File: config.mk
export PLATFORM = sky130hd
export DESIGN_NAME = spi_cmd_decoder
export DESIGN_NICKNAME = d
export VERILOG_FILES = /design/src/rtl/spi_cmd_decoder.sv
export SDC_FILE = /design/constraint.sdc
export NUM_CORES = 1
export LEC_CHECK = 0
export BUFFER_PORTS_ARGS = -buffer_cell sky130_fd_sc_hd__buf_4
export CAP_MARGIN = 40
export CELL_PAD_IN_SITES_DETAIL_PLACEMENT = 1
export CELL_PAD_IN_SITES_GLOBAL_PLACEMENT = 1
export CORE_ASPECT_RATIO = 0.7
export CORE_MARGIN = 8
export CORE_UTILIZATION = 50
export DETAILED_ROUTE_END_ITERATION = 12
export GPL_TIMING_DRIVEN = 0
export HOLD_SLACK_MARGIN = 0.1
export PLACE_DENSITY = 0.95
export SYNTH_ARGS = -nofsm -noshare
export SYNTH_HDL_FRONTEND = slang
export SYNTH_SLANG_ARGS = --single-unit
File: constraint.sdc
create_clock -name clk -period 6.3 [get_ports clk]
set_clock_uncertainty 0.15 [all_clocks]
set_input_delay 0.315 -clock clk [delete_from_list [all_inputs] [get_ports clk]]
set_output_delay 0.315 -clock clk [all_outputs]
set_load 0.03 [all_outputs]
File: src/rtl/spi_cmd_decoder.sv
module spi_cmd_decoder #(
  parameter int FILL_BYTES = 2
) (
  input  logic        clk,
  input  logic        rst_n,
  input  logic        cs_n,
  input  logic        rx_valid,
  input  logic [7:0]  rx_byte,
  input  logic        crc7_en,
  input  logic        crc16_en,
  input  logic [31:0] reg_rdata,
  output logic [7:0]  tx_byte,
  output logic        reg_wr,
  output logic        reg_rd,
  output logic        reg_internal,
  output logic        reg_clockless,
  output logic [23:0] cmd_addr,
  output logic [31:0] reg_wdata,
  output logic        dma_start,
  output logic        dma_write,
  output logic [23:0] dma_size
);

  localparam logic [7:0] OP_DMA_WR  = 8'hC1;
  localparam logic [7:0] OP_DMA_RD  = 8'hC2;
  localparam logic [7:0] OP_INT_WR  = 8'hC3;
  localparam logic [7:0] OP_INT_RD  = 8'hC4;
  localparam logic [7:0] OP_TERM    = 8'hC5;
  localparam logic [7:0] OP_REPEAT  = 8'hC6;
  localparam logic [7:0] OP_XDMA_WR = 8'hC7;
  localparam logic [7:0] OP_XDMA_RD = 8'hC8;
  localparam logic [7:0] OP_SGL_WR  = 8'hC9;
  localparam logic [7:0] OP_SGL_RD  = 8'hCA;
  localparam logic [7:0] OP_RESET   = 8'hCF;

  localparam logic [7:0] ST_OK    = 8'h00;
  localparam logic [7:0] ST_BADOP = 8'h01;
  localparam logic [7:0] ST_CRC   = 8'h02;

  localparam int HDR_POS  = 2 + FILL_BYTES;
  localparam int LEN_RD   = HDR_POS + 5;
  localparam int IW       = $clog2(LEN_RD + 3);
  localparam logic [IW-1:0] I_HDR   = IW'(HDR_POS);
  localparam logic [IW-1:0] I_CRCH  = IW'(HDR_POS + 5);
  localparam logic [IW-1:0] L_SHORT = IW'(2);
  localparam logic [IW-1:0] L_RD    = IW'(LEN_RD);
  localparam logic [IW-1:0] L_RDCRC = IW'(LEN_RD + 2);

  typedef enum logic [1:0] {S_OP, S_FIELD, S_CRC, S_RSP} state_t;

  state_t          state;
  logic [7:0]      op_q, status_q;
  logic [2:0]      left;
  logic [55:0]     sh;
  logic [6:0]      crc_q;
  logic [IW-1:0]   idx, rsp_len;
  logic [31:0]     rdata_q;

  function automatic logic [3:0] frame_len(input logic [7:0] op);
    case (op)
      OP_DMA_WR, OP_DMA_RD:             frame_len = 4'd5;
      OP_XDMA_WR, OP_XDMA_RD, OP_INT_WR: frame_len = 4'd6;
      OP_INT_RD, OP_SGL_RD:             frame_len = 4'd3;
      OP_SGL_WR:                        frame_len = 4'd7;
      OP_TERM, OP_REPEAT, OP_RESET:     frame_len = 4'd0;
      default:                          frame_len = 4'hF;
    endcase
  endfunction

  function automatic logic [6:0] crc7_step(input logic [6:0] c, input logic [7:0] b);
    logic [6:0] r;
    r = c;
    for (int i = 7; i >= 0; i--) begin
      if (r[6] ^ b[i]) r = {r[5:0], 1'b0} ^ 7'h09;
      else             r = {r[5:0], 1'b0};
    end
    return r;
  endfunction

  function automatic logic [15:0] crc16_word(input logic [31:0] d);
    logic [15:0] r;
    r = 16'hFFFF;
    for (int k = 0; k < 4; k++)
      for (int i = 7; i >= 0; i--) begin
        if (r[15] ^ d[8*k+i]) r = {r[14:0], 1'b0} ^ 16'h1021;
        else                  r = {r[14:0], 1'b0};
      end
    return r;
  endfunction

  logic        byte_in, frame_end, crc_bad, ok, is_rd, cl_nx;
  logic [3:0]  flen_op;
  logic [7:0]  op_nx;
  logic [55:0] sh_nx;
  logic [15:0] crc16_v;

  assign byte_in = rx_valid & ~cs_n;
  assign flen_op = frame_len(rx_byte);
  assign op_nx   = (state == S_OP) ? rx_byte : op_q;
  assign sh_nx   = (state == S_FIELD) ? {sh[47:0], rx_byte} : sh;
  assign crc_bad = (state == S_CRC) && (rx_byte != {crc_q, 1'b0});
  assign frame_end = byte_in && (((state == S_OP) && (flen_op == 4'd0) && !crc7_en) ||
                                 ((state == S_FIELD) && (left == 3'd1) && !crc7_en) ||
                                 (state == S_CRC));
  assign ok    = frame_end && !crc_bad;
  assign is_rd = (op_nx == OP_INT_RD) || (op_nx == OP_SGL_RD);
  assign cl_nx = (op_nx == OP_INT_RD) ? sh_nx[23] : 1'b0;
  assign crc16_v = crc16_word(rdata_q);

  always_ff @(posedge clk or negedge rst_n) begin
    if (!rst_n) begin
      state <= S_OP; op_q <= '0; status_q <= '0; left <= '0; sh <= '0; crc_q <= '0;
      idx <= '0; rsp_len <= '0; rdata_q <= '0;
      reg_wr <= 1'b0; reg_rd <= 1'b0; dma_start <= 1'b0; dma_write <= 1'b0;
      reg_internal <= 1'b0; reg_clockless <= 1'b0;
      cmd_addr <= '0; reg_wdata <= '0; dma_size <= '0;
    end else begin
      reg_wr <= 1'b0;
      reg_rd <= 1'b0;
      dma_start <= 1'b0;
      if (reg_rd) rdata_q <= reg_rdata;
      if (cs_n) begin
        state <= S_OP;
        idx <= '0;
      end else if (rx_valid) begin
        case (state)
          S_OP: begin
            op_q  <= rx_byte;
            sh    <= '0;
            crc_q <= crc7_step(7'h7F, rx_byte);
            left  <= flen_op[2:0];
            if (flen_op == 4'hF) begin
              status_q <= ST_BADOP;
              rsp_len  <= L_SHORT;
              idx      <= '0;
              state    <= S_RSP;
            end else if (flen_op != 4'd0) begin
              state <= S_FIELD;
            end else if (crc7_en) begin
              state <= S_CRC;
            end
          end
          S_FIELD: begin
            sh    <= sh_nx;
            crc_q <= crc7_step(crc_q, rx_byte);
            left  <= left - 3'd1;
            if (left == 3'd1 && crc7_en) state <= S_CRC;
          end
          S_CRC: ;
          S_RSP: begin
            if (idx == rsp_len - 1'b1) begin
              state <= S_OP;
              idx   <= '0;
            end else begin
              idx <= idx + 1'b1;
            end
          end
          default: state <= S_OP;
        endcase
        if (frame_end) begin
          state    <= S_RSP;
          idx      <= '0;
          status_q <= crc_bad ? ST_CRC : ST_OK;
          rsp_len  <= L_SHORT;
          if (ok) begin
            if (is_rd) rsp_len <= (crc16_en && !cl_nx) ? L_RDCRC : L_RD;
            case (op_nx)
              OP_SGL_WR: begin
                reg_wr <= 1'b1; reg_internal <= 1'b0; reg_clockless <= 1'b0;
                cmd_addr <= sh_nx[55:32]; reg_wdata <= sh_nx[31:0];
              end
              OP_SGL_RD: begin
                reg_rd <= 1'b1; reg_internal <= 1'b0; reg_clockless <= 1'b0;
                cmd_addr <= sh_nx[23:0];
              end
              OP_INT_WR: begin
                reg_wr <= 1'b1; reg_internal <= 1'b1; reg_clockless <= sh_nx[47];
                cmd_addr <= {9'd0, sh_nx[46:32]}; reg_wdata <= sh_nx[31:0];
              end
              OP_INT_RD: begin
                reg_rd <= 1'b1; reg_internal <= 1'b1; reg_clockless <= sh_nx[23];
                cmd_addr <= {9'd0, sh_nx[22:8]};
              end
              OP_DMA_WR, OP_DMA_RD: begin
                dma_start <= 1'b1; dma_write <= (op_nx == OP_DMA_WR);
                cmd_addr <= sh_nx[39:16]; dma_size <= {8'd0, sh_nx[15:0]};
              end
              OP_XDMA_WR, OP_XDMA_RD: begin
                dma_start <= 1'b1; dma_write <= (op_nx == OP_XDMA_WR);
                cmd_addr <= sh_nx[47:24]; dma_size <= sh_nx[23:0];
              end
              default: ;
            endcase
          end
        end
      end
    end
  end

  always_comb begin
    tx_byte = 8'h00;
    if (state == S_RSP) begin
      if (idx == '0)            tx_byte = op_q;
      else if (idx == IW'(1))   tx_byte = status_q;
      else if (idx < I_HDR)     tx_byte = 8'h00;
      else if (idx == I_HDR)    tx_byte = 8'hF3;
      else if (idx < I_CRCH) begin
        case (2'(idx - I_HDR - 1'b1))
          2'd0:    tx_byte = rdata_q[7:0];
          2'd1:    tx_byte = rdata_q[15:8];
          2'd2:    tx_byte = rdata_q[23:16];
          default: tx_byte = rdata_q[31:24];
        endcase
      end
      else if (idx == I_CRCH)   tx_byte = crc16_v[15:8];
      else                      tx_byte = crc16_v[7:0];
    end
  end

  p_strobe_onehot_r12: assert property (@(posedge clk) disable iff (!rst_n)
    $onehot0({reg_wr, reg_rd, dma_start}));

  p_strobe_after_byte_r12: assert property (@(posedge clk) disable iff (!rst_n)
    (reg_wr || reg_rd || dma_start) |-> $past(rx_valid && !cs_n));

  p_strobe_pulse_r12: assert property (@(posedge clk) disable iff (!rst_n)
    (reg_wr || reg_rd || dma_start) |=> !(reg_wr || reg_rd || dma_start));

  p_cs_idle_r10: assert property (@(posedge clk) disable iff (!rst_n)
    cs_n |=> (tx_byte == 8'h00));

  p_crc_bad_quiet_r7: assert property (@(posedge clk) disable iff (!rst_n)
    (byte_in && crc_bad) |=> (!reg_wr && !reg_rd && !dma_start && tx_byte == op_q));

  p_tx_hold_r4: assert property (@(posedge clk) disable iff (!rst_n)
    (!rx_valid && !cs_n) |=> $stable(tx_byte));

endmodule

== Yosys cells after proc, flatten, opt, wreduce, memory -nomap -nowiden ==
Cells that the tools add are included.

* Flip-flop bits (word level): 210
* Word-level logic and storage cells: 355

* $add $sub $neg: 5
* Magnitude comparators: 2
* Equality and inequality tests: 35
* Muxes and demuxes: 150
* Bitwise gates (word level): 94
* Reductions and logical operators: 51

{| class="wikitable"
|+ Operator list
! kind !! count
|-
| 13-bit two-way mux || 32
|-
| 7-bit two-way mux || 42
|-
| 8-bit equality test, second input constant || 19
|-
| 24-bit case mux with 6 select lines || 1
|-
| 56-bit case mux with 2 select lines || 1
|-
| 4-bit two-way mux || 26
|-
| 3-bit inverter || 31
|-
| 8-bit two-way mux || 11
|-
| 56-bit two-way mux || 1
|-
| 24-bit case mux with 2 select lines || 1
|-
| 1-bit bitwise XOR || 43
|-
| 2-bit inverter || 15
|-
| 5-bit AND reduction || 6
|-
| 8-bit case mux with 3 select lines || 1
|-
| 2-bit two-way mux || 10
|-
| 4-bit case mux with 5 select lines || 1
|-
| 1-bit two-way mux || 16
|-
| 2-bit OR reduction || 8
|-
| 7-bit case mux with 2 select lines || 1
|-
| 2-bit nonzero test || 6
|-
| 1-bit logical AND || 9
|-
| 4-bit equality test, second input constant || 2
|-
| 4-bit zero test || 2
|-
| 4-bit by 3-bit != test with 1-bit output, second input constant || 2
|-
| 35 further kinds || 50
|}

== Longest topological paths before layout ==
* Word-level depth: 70
* Depth in mapped cells: 13
* Depth with buffers taken out: 9

== Worst setup path before layout ==
Ideal clock, no wire load.

* Path kind: flip-flop to output port
* From: reg rdata_q[6]
* To: out tx_byte[4]
* Arrival: 2.565 ns
* Required time: 5.835 ns
* Slack: 3.270 ns
* Cell stages (with the launch flop): 9
* Path buffers: 1
* Path through: dfrtp_1 > clkbuf_1 > xnor3_1 > xnor2_1 > xnor2_1 > xnor2_1 > o21ai_0 > xnor2_1 > o21ai_0

* Cells in the longest elaborated chain, start to end: 35
* Elaborated cells between the ends (all ways): 57
* Those cells by class: 38 x mux; 19 x bitwise

{| class="wikitable"
|+ RTL lines
! element !! RTL line !! text
|-
| from (decl) || 57 || <nowiki>logic [31:0] rdata_q;</nowiki>
|-
| from (signal assigned) || 121 || <nowiki>if (reg_rd) rdata_q <= reg_rdata;</nowiki>
|-
| 1-bit bitwise XOR (*) || 85 || <nowiki>if (r[15] ^ d[8*k+i]) r = {r[14:0], 1'b0} ^ 16'h1021;</nowiki>
|-
| 13-bit two-way mux (*) || 85 ||
|-
| 1-bit bitwise XOR / 13-bit two-way mux (equally long branches) || 85 ||
|-
| 13-bit two-way mux (*) || 85 ||
|-
| 13-bit two-way mux (4 in a row) || 85 ||
|-
| 13-bit two-way mux / 3-bit inverter (equally long branches) || n/a ||
|-
| 13-bit two-way mux || 85 ||
|-
| 3-bit inverter (no line) / 1-bit bitwise XOR (equally long branches) || n/a ||
|-
| [16 not listed] || n/a ||
|-
| 13-bit two-way mux (*) || 85 ||
|-
| 8-bit two-way mux (*) || 215 || <nowiki>else if (idx == I_CRCH) tx_byte = crc16_v[15:8];</nowiki>
|-
| 8-bit two-way mux (*) || 207 || <nowiki>else if (idx < I_CRCH) begin</nowiki>
|-
| 8-bit two-way mux (*) || 206 || <nowiki>else if (idx == I_HDR) tx_byte = 8'hF3;</nowiki>
|-
| 8-bit two-way mux (*) || 205 || <nowiki>else if (idx < I_HDR) tx_byte = 8'h00;</nowiki>
|-
| 8-bit two-way mux (*) || 204 || <nowiki>else if (idx == IW'(1)) tx_byte = status_q;</nowiki>
|-
| 8-bit two-way mux (*) || 203 || <nowiki>if (idx == '0) tx_byte = op_q;</nowiki>
|-
| 8-bit two-way mux (*) || 202 || <nowiki>if (state == S_RSP) begin</nowiki>
|-
| to (decl) || 12 || <nowiki>output logic [7:0] tx_byte,</nowiki>
|}

Every way passes the cells marked *; elsewhere a longest branch is shown, timed or not.

== Worst setup path in the final report ==
Ends and elaborated chain as after synthesis.

==> flow_summary.toml <==
[outcome]
status = "finished clean"

[job]
maxCapViolations = 0

[cts]
clock_path_buffers = 3
cts.reportedPaths.clkPinSlew_ns = 0.07
clkLatencyLatePin_ns = 0.52
cts_buffers = 21
h-tree-depth = 1
clock-root-buffer = "clkbuf_16"
cts_setup_buffers = 0
cts_resized = 0
cts_tree = "yes"
clock-sinks = 202

[routing]
drcViolationCount = 0
vias = 10250
firstDrtPassIters = 7
viasPerCell = 6.499
wl_mm = 44.00
wl_per_cell_um = 27.90
drt_iter0_markers = 1202
ant_nets = 0

[synth]
synthDominantCellAreaShare = 0.4423
yosysUniqueCellTypes = 65
ys_seq_area_frac = 0.4423
synth_area_leaders = "dfrtp_1 44%, mux2_2 13%, xnor2_1 5.5%, a22o_1 4.3%, nand2_1 2.5%"
synth.avg_cell_area_sq_um = 10.80
synth-edff-count = 0
ys_ff_latch = 202
synthArstFlopShare = 1.000
synth_area_sq_mm = 0.01143
syn_inst = 1058
synthTopCellsByCount = "202 x dfrtp_1, 131 x mux2_2, 77 x nand2_1"
yosysTopAreaCell = "dfrtp_1"
yosys_warnings = 0
synthesis.nets = 1117
yosys.cell_count.top_type = "dfrtp_1"
ys.flop_type = "dfrtp_1"

[critical_path]
critPathKind = "flip-flop to output port"
start_kind = "flip-flop"
end_kind = "output port"
critPathArrivalTime_ns = 3.56
cp_max_fo = 6
required_ns = 5.83

[timing]
setup_viol = 0
max_freq_mhz = 248.2
rsz0062_at_grt = "false"
finalHoldViolCount = 0
holdWs_ns = 0.1172
finalCritPeriodShare = 0.6395
drv_slew = 0
finalCriticalPeriod_ns = 4.029
slew_headroom = 0.4331
tns_ns = 0
tightest_slew_ns = 0.8439

[placement]
gp_congestion = 0.9746
place_area_sq_mm = 0.01285
dpl.hpwl_mm = 30.83
portBuffers = 133

[global_routing]
grt_pass1_wl_mm = 66.99
antenna_found_initial = 1
grt_pass1_vias = 10820
grt_max_degree = 108
grt_use_total = 0.3086
grt_overflow = 0

[floorplan]
start_util = 0.5066
dieArea_sq_mm = 0.02803
fp.dieH_um = 142.5
num_io_pins = 140
coreArea_sq_mm = 0.02256
num_rows = 46
dieWidth_um = 196.7

[finish]
drive_gt1_frac = 0.2634
syn_to_final_growth_pct = 21.37
stdcell_area_sq_mm = 0.01387
nets = 1310

[hold_path]
worst_hold_path_type = "input pin to flip-flop"

[power_and_ir_drop]
power_density_mw_per_mm2 = 384.9
ir_worst_vdd_mv = 0.2019
p_leak_nw = 6.445
-- stage by stage --
stage          setup WS (ns)  std cells  power, mW    util
2_1_floorplan          3.270       1058      3.213       -
6_report               2.271       1577      5.339  0.6149
5_1_grt                2.263       1577      5.506  0.6149
3_5_place_dp           2.632       1504      3.951  0.5697
3_3_place_gp           2.767       1503      3.818  0.5682
4_1_cts                2.414       1576      5.244  0.6147
-- kinds of logic (layout without fill, tap and decap cells) --
| family | after synthesis | in the layout | synth area share |
|---|---|---|---|
| simple gates | 201 | 201 | 0.08265 |
| flops | 202 | 202 | 0.4423 |
| buf+inv | 113 | 319 | 0.04116 |
| fa+ha+maj | 13 | 13 | 0.01423 |
| xor+xnor | 115 | 115 | 0.1032 |
| compound gates | 255 | 255 | 0.1628 |
| other cells | 0 | 1 | 0 |
| mux | 159 | 159 | 0.1537 |
-- layout make-up --
class | count | area (sq um)
well taps | 312 | 390.4
clock inverters | 10 | 71.32
repair buffers | 170 | 1394
plain buffers | 84 | 361.6
clock buffers | 26 | 584.3
fillers | 2403 | 8690
inverters | 29 | 108.9
multi-input cells | 743 | 5904
flip-flops and latches | 202 | 5055
diodes | 1 | 2.502
-- worst paths after layout --
check                                     startpoint                   endpoint  slack [ns]  cells after the start
hold reg to reg            reg_wdata[21]$_DFFE_PN0P_  reg_wdata[21]$_DFFE_PN0P_        0.34                      2
max in group asynchronous                      rst_n   dma_size[23]$_DFFE_PN0P_        4.68                      3
setup / recovery              rdata_q[6]$_DFFE_PN0P_                 tx_byte[4]        2.27                      9
hold / removal                            rx_byte[5]        op_q[5]$_DFFE_PN0P_        0.12                      2
min in group asynchronous                      rst_n     rdata_q[3]$_DFFE_PN0P_        0.31                      2
setup reg to reg                state[0]$_DFFE_PN0P_   dma_size[16]$_DFFE_PN0P_        2.47                     10
-- registers in the layout (all words and copies together) (netlist names) --
signal	cells
reg_wr	1
reg_internal	1
dma_size	24
reg_clockless	1
state	2
rsp_len	2
cmd_addr	24
idx	4
sh	56
dma_start	1
rdata_q	32
dma_write	1
crc_q	7
left	3
status_q	2
reg_rd	1
op_q	8
reg_wdata	32
-- worst max-delay path: stages, from the launching register on --
cell and delay (ns):
dfrtp_1 0.36, clkbuf_1 0.38, xnor3_1 0.47, xnor2_1 0.46, xnor2_1 0.28, xnor2_1 0.20, o21ai_0 0.22, xnor2_1 0.15
o21ai_0 0.29, buf_4 0.22
-- layout by cell type (no fill, tap or decap), types with 27 or more instances in the layout --
cell and n:
inv_1 29, mux2i_1 27, clkbuf_1 51, mux2_2 131, dlygate4sd3_1 36, a21oi_1 40, dfrtp_1 202, o21ai_0 53
xnor2_1 72, xor2_1 30, buf_4 134, a22o_1 56, nor2_1 55, nand2_1 77
-- layer usage --
metal  track usage  wire length (um)  vias up
met3        0.1028              5514      146
met1        0.4080             17520     5208
met2        0.4811             19630      682
li1              -                 -     4213
met4       0.08172              1335        0
met5             0                 0        -
-- report_power, final --
part / switching [mW] / total (mW) / internal (mW)
logic: 1.43 / 2.36 / 0.925
clock network: 0.561 / 1.23 / 0.666
registers: 0.252 / 1.76 / 1.50
-- repair_timing --
action                                 4_1_cts  5_1_grt
endpoints found under the hold margin      141        0
setup endpoints to repair                    0        0
hold buffers                                36        0
Note: power is estimated with default switching activity, not from simulation.
